$ cat src/rtl/spi_slave_pkg.sv
package spi_slave_pkg;
  // Flag update: set has priority over clear.
  function automatic logic flag_next(input logic cur, input logic set, input logic clr);
    return set | (cur & ~clr);
  endfunction

  // Interrupt request from the flags and enables.
  function automatic logic irq_calc(input logic ien, input logic enh,
                                    input logic done, input logic txe);
    return ien & (done | (enh & txe));
  endfunction

  // Slave is live when select is ignored or select is asserted.
  function automatic logic is_active(input logic ign, input logic sel_n);
    return ign | ~sel_n;
  endfunction
endpackage

$ cat src/rtl/spi_sync.sv
module spi_sync #(
  parameter int N = 3,
  parameter int STAGES = 2,
  parameter logic [N-1:0] RST_VAL = '0
) (
  input  logic         clk,
  input  logic         rst_n,
  input  logic [N-1:0] din,
  output logic [N-1:0] dout
);
  logic [N-1:0] st [STAGES];

  generate
    for (genvar g = 0; g < STAGES; g++) begin : g_stage
      always_ff @(posedge clk or negedge rst_n) begin
        if (!rst_n) st[g] <= RST_VAL;
        else if (g == 0) st[g] <= din;
        else st[g] <= st[(g == 0) ? 0 : g-1];
      end
    end
  endgenerate

  assign dout = st[STAGES-1];
endmodule

$ cat src/rtl/spi_bit_engine.sv
module spi_bit_engine #(
  parameter int W = 8
) (
  input  logic         clk,
  input  logic         rst_n,
  input  logic         active,
  input  logic         sck_s,
  input  logic         mosi_s,
  input  logic         load,
  input  logic [W-1:0] load_data,
  output logic         miso_bit,
  output logic         byte_done,
  output logic [W-1:0] rx_word,
  output logic         mid_byte
);
  localparam int CW = (W > 1) ? $clog2(W) : 1;
  localparam logic [CW-1:0] LAST = CW'(W-1);

  logic          sck_prev;
  logic          sck_rise, sck_fall;
  logic [CW-1:0] cnt;
  logic [W-2:0]  rx_sh;
  logic [W-1:0]  tx_sh, cur, next_cur;

  assign sck_rise  = sck_s & ~sck_prev;
  assign sck_fall  = ~sck_s & sck_prev;
  assign byte_done = active & sck_rise & (cnt == LAST);
  assign rx_word   = {rx_sh, mosi_s};
  assign mid_byte  = (cnt != '0);
  assign miso_bit  = tx_sh[W-1];
  assign next_cur  = load ? load_data : cur;

  always_ff @(posedge clk or negedge rst_n) begin
    if (!rst_n) begin
      sck_prev <= 1'b0;
      cnt      <= '0;
      rx_sh    <= '0;
      tx_sh    <= '0;
      cur      <= '0;
    end else begin
      sck_prev <= sck_s;
      cur      <= next_cur;
      if (!active) begin
        cnt   <= '0;
        rx_sh <= '0;
        tx_sh <= next_cur;
      end else begin
        if (sck_rise) begin
          rx_sh <= rx_word[W-2:0];
          cnt   <= byte_done ? '0 : cnt + 1'b1;
        end
        if (byte_done || load) tx_sh <= next_cur;
        else if (sck_fall && mid_byte) tx_sh <= {tx_sh[W-2:0], 1'b0};
      end
    end
  end
endmodule

$ cat src/rtl/spi_tx_queue.sv
module spi_tx_queue
  import spi_slave_pkg::*;
#(
  parameter int W = 8
) (
  input  logic         clk,
  input  logic         rst_n,
  input  logic         tx_wr,
  input  logic [W-1:0] tx_wdata,
  input  logic         txe_clr,
  input  logic         byte_done,
  input  logic         mid_byte,
  output logic         load,
  output logic [W-1:0] load_data,
  output logic         txe,
  output logic         sh_full,
  output logic         hold_full
);
  logic [W-1:0] hold_q, hold_n;
  logic         hold_full_n, sh_full_n, to_hold, drain;

  always_comb begin
    load        = 1'b0;
    load_data   = hold_q;
    hold_n      = hold_q;
    hold_full_n = hold_full;
    sh_full_n   = sh_full;
    to_hold     = 1'b0;
    drain       = 1'b0;
    if (byte_done) begin
      if (hold_full) begin
        load      = 1'b1;
        sh_full_n = 1'b1;
        if (tx_wr) begin
          hold_n  = tx_wdata;
          to_hold = 1'b1;
        end else begin
          hold_full_n = 1'b0;
          drain       = 1'b1;
        end
      end else if (tx_wr) begin
        load      = 1'b1;
        load_data = tx_wdata;
        sh_full_n = 1'b1;
      end else begin
        sh_full_n = 1'b0;
      end
    end else if (tx_wr) begin
      if (!sh_full && !mid_byte) begin
        load      = 1'b1;
        load_data = tx_wdata;
        sh_full_n = 1'b1;
      end else begin
        hold_n      = tx_wdata;
        hold_full_n = 1'b1;
        to_hold     = 1'b1;
      end
    end
  end

  always_ff @(posedge clk or negedge rst_n) begin
    if (!rst_n) begin
      hold_q    <= '0;
      hold_full <= 1'b0;
      sh_full   <= 1'b0;
      txe       <= 1'b1;
    end else begin
      hold_q    <= hold_n;
      hold_full <= hold_full_n;
      sh_full   <= sh_full_n;
      txe       <= flag_next(txe, drain, txe_clr | to_hold);
    end
  end
endmodule

$ cat src/rtl/spi_slave_buf.sv
module spi_slave_buf
  import spi_slave_pkg::*;
#(
  parameter int DATA_W = 8,
  parameter int SYNC_STAGES = 2
) (
  input  logic              clk,
  input  logic              rst_n,
  input  logic              sck,
  input  logic              ss_n,
  input  logic              mosi,
  output logic              miso,
  output logic              miso_oe,
  input  logic              tx_wr,
  input  logic [DATA_W-1:0] tx_wdata,
  output logic [DATA_W-1:0] rx_data,
  output logic              done_flag,
  input  logic              done_clr,
  output logic              txe_flag,
  input  logic              txe_clr,
  input  logic              sel_ignore,
  input  logic              out_disable,
  input  logic              irq_en,
  input  logic              enh_en,
  output logic              irq
);
  logic [2:0]        sync_out;
  logic              sck_s, mosi_s, ss_s;
  logic              active, byte_done, mid_byte, load, sh_full, hold_full;
  logic [DATA_W-1:0] load_data, rx_word;

  spi_sync #(.N(3), .STAGES(SYNC_STAGES), .RST_VAL(3'b100)) u_sync (
    .clk(clk), .rst_n(rst_n), .din({ss_n, mosi, sck}), .dout(sync_out)
  );
  assign {ss_s, mosi_s, sck_s} = sync_out;

  assign active = is_active(sel_ignore, ss_s);

  spi_bit_engine #(.W(DATA_W)) u_eng (
    .clk(clk), .rst_n(rst_n), .active(active), .sck_s(sck_s), .mosi_s(mosi_s),
    .load(load), .load_data(load_data), .miso_bit(miso), .byte_done(byte_done),
    .rx_word(rx_word), .mid_byte(mid_byte)
  );

  spi_tx_queue #(.W(DATA_W)) u_txq (
    .clk(clk), .rst_n(rst_n), .tx_wr(tx_wr), .tx_wdata(tx_wdata), .txe_clr(txe_clr),
    .byte_done(byte_done), .mid_byte(mid_byte), .load(load), .load_data(load_data),
    .txe(txe_flag), .sh_full(sh_full), .hold_full(hold_full)
  );

  always_ff @(posedge clk or negedge rst_n) begin
    if (!rst_n) begin
      rx_data   <= '0;
      done_flag <= 1'b0;
    end else begin
      if (byte_done) rx_data <= rx_word;
      done_flag <= flag_next(done_flag, byte_done, done_clr);
    end
  end

  assign miso_oe = active & ~out_disable;
  assign irq     = irq_calc(irq_en, enh_en, done_flag, txe_flag);
endmodule

$ cat config.mk
export PLATFORM = sky130hd
export DESIGN_NAME = spi_slave_buf
export DESIGN_NICKNAME = d
export VERILOG_FILES = /design/src/rtl/spi_slave_pkg.sv /design/src/rtl/spi_sync.sv /design/src/rtl/spi_bit_engine.sv /design/src/rtl/spi_tx_queue.sv /design/src/rtl/spi_slave_buf.sv
export SDC_FILE = /design/constraint.sdc
export NUM_CORES = 1
export LEC_CHECK = 0
export BUFFER_PORTS_ARGS = -buffer_cell sky130_fd_sc_hd__buf_2
export CAP_MARGIN = 40
export CORE_MARGIN = 2
export CORE_UTILIZATION = 40
export DETAILED_ROUTE_END_ITERATION = 10
export PLACE_DENSITY = 0.58
export SYNTH_ARGS = -nofsm -noshare
export SYNTH_HDL_FRONTEND = slang
export SYNTH_SLANG_ARGS = --single-unit
$ cat constraint.sdc
create_clock -name clk -period 4.65 [get_ports clk]
set_clock_uncertainty 0.2 [all_clocks]
set_input_delay 0.2325 -clock clk [delete_from_list [all_inputs] [get_ports clk]]
set_output_delay 0.2325 -clock clk [all_outputs]
set_load 0.05 [all_outputs]
# Word level (Yosys, flattened, before mapping)
# Cells that the tools add are included.
dict set report classes {
  addsub 1
  eq_ne 5
  mux 36
  bitwise_logic 20
  n_reduce_logical 11
}
# op n
set op_table {}
lappend op_table {{8-bit two-way mux} 13}
lappend op_table {{1-bit two-way mux} 18}
lappend op_table {{7-bit two-way mux} 2}
lappend op_table {{1-bit bitwise AND} 9}
lappend op_table {{3-bit two-way mux} 3}
lappend op_table {{1-bit inverter} 6}
lappend op_table {{1-bit OR} 5}
lappend op_table {{2-bit by 1-bit != test with 1-bit output (second input constant)} 2}
lappend op_table {{2-bit AND reduction} 2}
lappend op_table {{2-bit nonzero test} 2}
lappend op_table {{3-bit by 1-bit adder with 3-bit output (second input constant)} 1}
lappend op_table {{3-bit == test (second input constant)} 1}
lappend op_table {{3-bit by 1-bit != test with 1-bit output (second input constant)} 1}
lappend op_table {{3-bit AND reduction} 1}
lappend op_table {{3-bit nonzero test} 1}
lappend op_table {{1-bit logical AND} 2}
lappend op_table {{1-bit zero test} 2}
lappend op_table {{2-bit != test (second input constant)} 1}
lappend op_table {{1-bit logical OR} 1}
dict set report word_totals {
  reg_bits 53
  inputBits 20
  out_inout_bits 13
  word_cells 86
}

# Depth between registers and ports, before layout
# Gate-level depths: netlist of the first run.
dict set report depth {
  word_depth 10
  ltp_mapped 8
  ltp_nobuf 7
}

# Cells and area by module
# Synthesis of the first run repeated with hierarchy kept, for this count alone.
dict set report hier_totals {
  hier_cells 199
  area_unflattened_um2 2467.4
}
# module instances cells_per_inst area_each_um2 seq_area_each_um2
set by_module_without_submodules {}
lappend by_module_without_submodules {spi_bit_engine 1 118 1286.2 675.6}
lappend by_module_without_submodules {spi_tx_queue 1 48 613.1 276.5}
lappend by_module_without_submodules {spi_slave_buf 1 24 392.9 225.2}
lappend by_module_without_submodules {spi_sync 1 9 175.2 152.6}

# Least setup slack after synthesis of the first run
# No wires, ideal clock.
dict set report synth_timing {
  path_kind {reg-to-reg}
  startpoint {register u_eng.cnt[1]}
  endpoint {register u_txq.hold_q[0]}
  setup_ns 0.125
  arrival_ns 1.711
  required_ns 4.325
  setup_slack_ns 2.614
  path_stages_with_launch 8
  path_buffers 1
  synth_period_minus_slack_ns 2.036
  cell_sequence {dfrtp_1 > ha_1 > ha_1 > buf_2 > nand3_4 > a21boi_4 > o21ai_4 > mux2_4}
}
dict set report synth_via {
  elab_chain_cells 5
  elab_cells_between_ends 10
  classes_between {3 x eq/ne; 1 x mux; 1 x bitwise; 5 x reduce/logical}
}
# item line
set synth_rtl {}
lappend synth_rtl {{from (decl)} spi_bit_engine.sv:21} ;# logic [CW-1:0] cnt;
lappend synth_rtl {{from (signal assigned)} spi_bit_engine.sv:50} ;# cnt <= byte_done ? '0 : cnt + 1'b1;
lappend synth_rtl {{3-bit nonzero test} spi_bit_engine.sv:29} ;# assign mid_byte = (cnt != '0);
lappend synth_rtl {{1-bit zero test} spi_tx_queue.sv:49} ;# if (!sh_full && !mid_byte) begin
lappend synth_rtl {{1-bit logical AND} spi_tx_queue.sv:49}
lappend synth_rtl {{2-bit != test (no source line)} n/a}
lappend synth_rtl {{3-bit AND reduction (no source line)} n/a}
lappend synth_rtl {{to (signal assigned)} spi_tx_queue.sv:68} ;# hold_q <= hold_n;
lappend synth_rtl {{to (decl)} spi_tx_queue.sv:19} ;# logic [W-1:0] hold_q, hold_n;
# Parallel ways exist; a longest one is shown, timed or not.
# A chain may end at the register's enable or synchronous reset.

# Final worst setup path of the first run
dict set report layout_timing {
  startpoint {register u_eng.cnt[0]}
  endpoint {register u_eng.tx_sh[0]}
}
dict set report layout_via {
  elab_chain_cells 9
  elab_cells_between_ends 17
  classes_between {2 x eq/ne; 9 x mux; 1 x bitwise; 5 x reduce/logical}
}
# item line
set layout_rtl {}
lappend layout_rtl {{3-bit nonzero test} spi_bit_engine.sv:29}
lappend layout_rtl {{1-bit zero test} spi_tx_queue.sv:49}
lappend layout_rtl {{1-bit logical AND} spi_tx_queue.sv:49}
lappend layout_rtl {{8-bit two-way mux or 1-bit two-way mux (tied branches)} spi_tx_queue.sv:49}
lappend layout_rtl {{8-bit two-way mux or 1-bit two-way mux (tied branches)} spi_tx_queue.sv:48} ;# end else if (tx_wr) begin
lappend layout_rtl {{8-bit two-way mux or 1-bit two-way mux (tied branches)} spi_tx_queue.sv:30} ;# if (byte_done) begin
lappend layout_rtl {{8-bit two-way mux or 1-bit logical OR (tied branches)} {spi_bit_engine.sv:31, spi_bit_engine.sv:52}}
lappend layout_rtl {{8-bit two-way mux} spi_bit_engine.sv:52} ;# if (byte_done || load) tx_sh <= next_cur;
lappend layout_rtl {{8-bit two-way mux} spi_bit_engine.sv:43} ;# if (!active) begin
lappend layout_rtl {{to (signal assigned)} spi_bit_engine.sv:46} ;# tx_sh <= next_cur;
lappend layout_rtl {{to (signal assigned)} spi_bit_engine.sv:52}
lappend layout_rtl {{to (signal assigned)} spi_bit_engine.sv:53} ;# else if (sck_fall && mid_byte) tx_sh <= {tx_sh[W-2:0], 1'b0};
lappend layout_rtl {{to (decl)} spi_bit_engine.sv:23} ;# logic [W-1:0] tx_sh, cur, next_cur;
# Parallel ways exist; a longest one is shown, timed or not.

==> summary.md, run 1 <==
| Metric | Value |
|---|---|
| Outcome | `completed` |
| CP max FO | `15` |
| Reg-to-Reg Start | `u_eng.cnt[0]` |
| Clk_lat worst skew | `0.30 ns` |
| Syn Nets | `191` |
| Hold path depth | `3` |
| Max Slew Vio Count | `0` |
| Gr ovfl total | `0` |
| Die H | `80.2 um` |
| TritonCTS clock tree | `done` |
| Mapped Area | `2320 sq um` |
| Via/cell ratio | `5.01` |
| Post-synthesis sequential area ratio | `57.2%` |
| DRC viols | `0` |
| Synth unique cells | `36` |
| Highest ir drop seen on vdd | `0.201 mV` |
| Post-synth EDFFs | `0` |
| Critical Path Sink | `u_eng.tx_sh[0]` |
| CP required | `4.63 ns` |
| Die Width | `80.2 um` |
| Initial core utilization | `41.7%` |
| Dpl hpwl | `2960 um` |
| Port buffer count | `32` |
| Initial antenna violation count | `0` |
| Initial drt markers | `63` |
| Global Route Usage Sum | `14.9%` |
| Register bit total from synthesis | `53` |
| Finish-stage setup viols | `0` |
| TritonCTS buffer count | `5` |
| Syn_area_per_cell | `13.8 sq um` |
| Number of max-cap violations | `0` |
| First drt pass iteration count | `4` |
| Post-CTS Setup Bufs | `0` |
| Tmin final | `2.46 ns` |
| Period utilization | `53.0%` |
| H-tree depth | `2` |
| Largest area contributor in the netlist | `dfrtp_1` |
| Fin. Hold Viols | `0` |
| Largest net degree at the start of global routing | `54` |
| Final RePlAce weighted congestion | `0.780` |
| Global-route wire length before repair | `7250 um` |
| Vias in the first global route | `1,507` |
| Worst Setup End Kind | `flip-flop` |
| Fin cells | `291` |
| FP Rows | `27` |
| Crit path DAT | `2.45 ns` |
| Worst Setup Path Type | `reg2reg` |
| Clk sinks | `53` |
| Fmax | `0.406 GHz` |
| Reg clk slew, reported paths | `0.09 ns` |
| Diode count | `0` |
| Clock Tree Buf Depth | `2` |
| WL per Instance | `14.3 um` |
| Cell count after synthesis | `168` |
| Num ports | `33` |
| Pre-CTS setup slack | `2.17 ns` |
| Setup ws final | `2.19 ns` |
| Utilization after layout | `50.0%` |
| RSZ-0062 raised after global routing | `no` |
| Final layout net count | `241` |
| Setup TNS | `0 ns` |
| Leakage power total | `1.32 nW` |
| DRT antenna net count | `0` |
| Dpl cells | `269` |
| Slew HR | `36.9%` |
| Worst Hold Class | `in2reg` |
| Power Dens Cells | `406 nW/um^2` |
| Reg2reg end | `u_eng.tx_sh[0]` |
| Synth top area share | `53.8%` |
| Top cells by instance count after synthesis | `dfrtp_1, nand2_1, mux2i_1, a22o_1, mux2_4` |
| Vias | `1,458` |
| Post-synth ARST share | `100%` |
| Root Driver | `clkbuf_8` |
| Area delta synth->final | `19.9%` |
| Die Area | `6440 sq um` |
| Crit path launch | `u_eng.cnt[0]` |
| Drt total wl | `4160 um` |
| Synth top area cells | `dfrtp_1, mux2i_1, mux2_4` |
| Most frequent cell after synthesis | `dfrtp_1` |
| Worst-Margin Slew | `0.944 ns` |
| Reg2Reg Depth | `4` |
| CP startpoint kind | `flip-flop` |
| Synth Warn # | `0` |
| Commonest register cell after synthesis | `dfrtp_1` |
| Core Footprint | `5570 sq um` |
| Reg2Reg Setup Slack | `2.19 ns` |
| Layout cells sized above 1 | `32.4%` |
[layout make-up]
cell class / count / area, sq um
fillers: 491 / 2790
multi-input cells: 106 / 955
inverters: 4 / 15.0
clock inverters: 2 / 10.0
well taps: 72 / 90.1
flip-flops and latches: 53 / 1330
repair buffers: 48 / 315
clock buffers: 6 / 72.6
[metrics by stage]
stage / hold slack, ns / instance area [sq um] / total power [W]
floorplan: -0.263 / 2320 / 0.000817
global placement: 0.132 / 2560 / 0.000883
detailed placement: 0.141 / 2560 / 0.000889
CTS: 0.00119 / 2770 / 0.00115
global route: 0.0507 / 2790 / 0.00121
finish: 0.0471 / 2790 / 0.00113
[worst max-delay path, cell delays in order (launching register included)]
cell,delay (ns)
dfrtp_1,0.39
ha_1,0.20
ha_1,0.32
a211oi_2,0.82
mux2_2,0.41
[layout by cell type, fill, tap and decap left out, drive strengths merged, types with 2 or more instances in the layout]
master	n
and2b	2
o221a	5
o21a	7
mux2i	13
ha	3
dfrtp	50
inv	4
nand3	2
nor2	3
nand2b	3
a22o	12
clkinv	2
clkbuf	6
a21boi	2
dlygate4sd3	14
mux2	18
or3	5
buf	34
o21ai	3
nand2	15
nor2b	4
dfstp	3
nor3	2
[layer usage]
| layer | wire (um) | GRT usage [%] | vias to the layer above |
|---|---|---|---|
| met4 | 20 | 4.07 | 0 |
| met2 | 2080 | 24.4 | 19 |
| met3 | 109 | 4.49 | 2 |
| met1 | 1950 | 19.2 | 728 |
| met5 | 0 | 0 | - |
| li1 | - | - | 709 |
[registers in the layout (all words and copies together), names as in the netlist]
name / cells
u_sync.st: 3
u_sync.dout: 3
u_txq.hold_q: 8
u_eng.rx_sh: 7
done_flag: 1
u_eng.cur: 8
u_eng.cnt: 3
u_txq.hold_full: 1
u_txq.sh_full: 1
rx_data: 8
u_txq.txe: 1
u_eng.sck_prev: 1
u_eng.tx_sh: 8
[where the power goes]
part / internal, W / total [W] / switching (W)
clock network: 0.000105 / 0.000242 / 0.000138
logic: 0.000151 / 0.000283 / 0.000132
registers: 0.000558 / 0.000606 / 0.0000478
total: 0.000814 / 0.00113 / 0.000317
[how the worst min path moves through the flow]
stage                       from              end  slack, ns
floorplan                  rst_n        done_flag      -0.26
global placement    u_sync.st[3]   u_sync.dout[0]       0.13
detailed placement          ss_n     u_sync.st[5]       0.14
CTS                  tx_wdata[2]  u_txq.hold_q[2]      0.001
global route               tx_wr  u_txq.hold_full       0.05
finish                     tx_wr  u_txq.hold_full       0.05
[cell families (layout without fill, tap and decap cells)]
family          count (synthesis)  in the layout  share of synthesized area [%]
mux                            31             31                           15.6
simple gates                   39             39                           10.1
buf+inv                         9             60                           1.72
flops                          53             53                           57.2
compound gates                 33             33                           13.8
fa+ha+maj                       3              3                           1.61
[timing repair]
item,in CTS,in global routing
hold buffers,12,2
endpoints found under the setup margin,0,0
resized for setup,0,0
hold endpoints to repair,61,2
Power figures use the tool's default switching activity.
==> run 2: changes to the inputs <==
Settings changed: PLACE_DENSITY 0.58 to 0.6.
Clock period 4.65 ns to 2.1 ns, I/O delays scaled along.
==> run 2 against run 1 <==
Wire length up 8.6%. Die area unchanged. Highest routed layer unchanged. Cell count up 5.2%.
==> summary.md, run 2 (synthesis gave the netlist of run 1 again) <==
| Metric | Value |
|---|---|
| Largest net degree at the start of global routing | `30` |
| Max Slew Vio Count | `0` |
| Global-route wire length before repair | `7660 um` |
| Reg clk slew, reported paths | `0.09 ns` |
| DRC viols | `0` |
| CP max FO | `6` |
| Die H | `80.2 um` |
| First drt pass iteration count | `4` |
| FP Rows | `27` |
| Setup ws final | `0.0760 ns` |
| Multi-input gate area | `993 sq um` |
| Fill cells | `504` |
| Sequential cell area | `1330 sq um` |
| Layout cells sized above 1 | `39.3%` |
| Vias in the first global route | `1,645` |
| Core Footprint | `5570 sq um` |
| Clk sinks | `53` |
| Via/cell ratio | `4.95` |
| CP max stage delay | `0.41 ns` |
| Worst Setup Path Type | `reg2reg` |
| Initial drt markers | `60` |
| Highest ir drop seen on vdd | `0.432 mV` |
| Period utilization | `96.4%` |
| Root Driver | `clkbuf_8` |
| Dpl hpwl | `3300 um` |
| Clk_lat worst skew | `0.30 ns` |
| Gr ovfl total | `0` |
| Die Area | `6440 sq um` |
| Vias | `1,516` |
| RSZ-0062 raised after global routing | `no` |
| Top delay family on crit path | `simple AND/OR/NAND/NOR gates` |
| Crit path DAT | `2.02 ns` |
| Diode count | `0` |
| Leakage power total | `1.40 nW` |
| Area delta synth->final | `27.7%` |
| Setup TNS | `0 ns` |
| Worst-path cell chain | `ha_2 > ha_4 > nand2_4 > nor3_4 > buf_4 > or3_1 > o221a_2 > o21a_1` |
| Slew HR | `62.9%` |
| Initial core utilization | `41.7%` |
| Reg2Reg Depth | `8` |
| TritonCTS clock tree | `done` |
| Most common cell after layout, fill and taps aside | `dfrtp_1` |
| WL per Instance | `14.8 um` |
| Final layout net count | `256` |
| Commonest cells after routing, fill and taps aside | `dfrtp_1, buf_2, dlygate4sd3_1, buf_4, nand2_1` |
| Drt total wl | `4520 um` |
| Worst-Margin Slew | `0.557 ns` |
| Fmax | `0.494 GHz` |
| Clock Tree Buf Depth | `2` |
| CP startpoint kind | `flip-flop` |
| Outcome | `completed` |
| Die Width | `80.2 um` |
| Port buffer count | `32` |
| Fin. Hold Viols | `0` |
| H-tree depth | `2` |
| Initial antenna violation count | `0` |
| Global Route Usage Sum | `15.6%` |
| Num ports | `33` |
| Pre-CTS setup slack | `-0.103 ns` |
| Final RePlAce weighted congestion | `0.843` |
| Number of max-cap violations | `0` |
| WP buf/inv | `1` |
| Power Dens Cells | `875 nW/um^2` |
| Worst Hold Class | `in2async` |
| CP required | `2.09 ns` |
| Crit-path slowest cell | `dfrtp_1` |
| Critical path depth | `8` |
| Finish-stage setup viols | `0` |
| Worst Setup End Kind | `flip-flop` |
| TritonCTS buffer count | `5` |
| Tmin final | `2.02 ns` |
| DRT antenna net count | `0` |
-- run 2: changes by cell type in the layout (fill, tap and decap cells not counted), moves of 2 or more --
cell / previous run / this run
buf_4: 2 / 15
ha_1: 3 / 1
nor2b_1: 4 / 2
nor2b_2: 0 / 2
-- run 2: metal layers --
| layer | global-route usage, % | vias up | part of all wire, % |
|---|---|---|---|
| li1 | - | 737 | - |
| met1 | 18.2 | 753 | 41 |
| met2 | 27.7 | 21 | 55 |
| met3 | 3.93 | 5 | 3.1 |
| met4 | 5.25 | 0 | 0.95 |
| met5 | 0 | - | 0 |
-- run 2: through the flow --
step	instance area, sq um	util, %	cells	power, W	hold slack (ns)
finish	2970	53.2	306	0.00260	0.120
global route	2970	53.2	306	0.00278	0.172
CTS	2920	52.3	303	0.00262	0.135
detailed placement	2650	47.5	278	0.00200	-0.0740
global placement	2650	47.5	278	0.00196	-0.0758
floorplan	2320	-	168	0.00181	-0.391
-- run 2: area by class of cell --
| cell class | count | area share, % |
|---|---|---|
| sequential | 53 | 44.8 |
| tap | 72 | 3.04 |
| multi-input combinational | 106 | 33.5 |
| clock inverter | 2 | 0.464 |
| inverter | 4 | 0.506 |
| clock buffer | 6 | 2.78 |
| timing repair buffer | 63 | 14.9 |
-- run 2: worst paths after layout --
path	from	endpoint	slack, ns
max	u_eng.cnt[1]	u_eng.tx_sh[7]	0.08
min	rst_n	u_sync.dout[1]	0.12
max reg2reg	u_eng.cnt[1]	u_eng.tx_sh[7]	0.08
min reg2reg	u_sync.st[3]	u_sync.dout[0]	0.16
max in group asynchronous	rst_n	u_sync.dout[2]	0.98
min in group clk	u_sync.st[3]	u_sync.dout[0]	0.16
-- run 2: what timing repair did --
item	in CTS	in global routing
endpoints found under the setup margin	14	16
endpoints found under the hold margin	43	0
setup buffers	2	3
pin swaps	1	3
hold buffers	15	0
gates resized for setup	2	7
-- run 2: where the power goes --
part           total [W]  internal [W]  switching [W]
Clock           0.000581      0.000267       0.000313
Sequential       0.00134       0.00124       0.000103
Combinational   0.000677      0.000368       0.000309
Total            0.00260       0.00187       0.000726
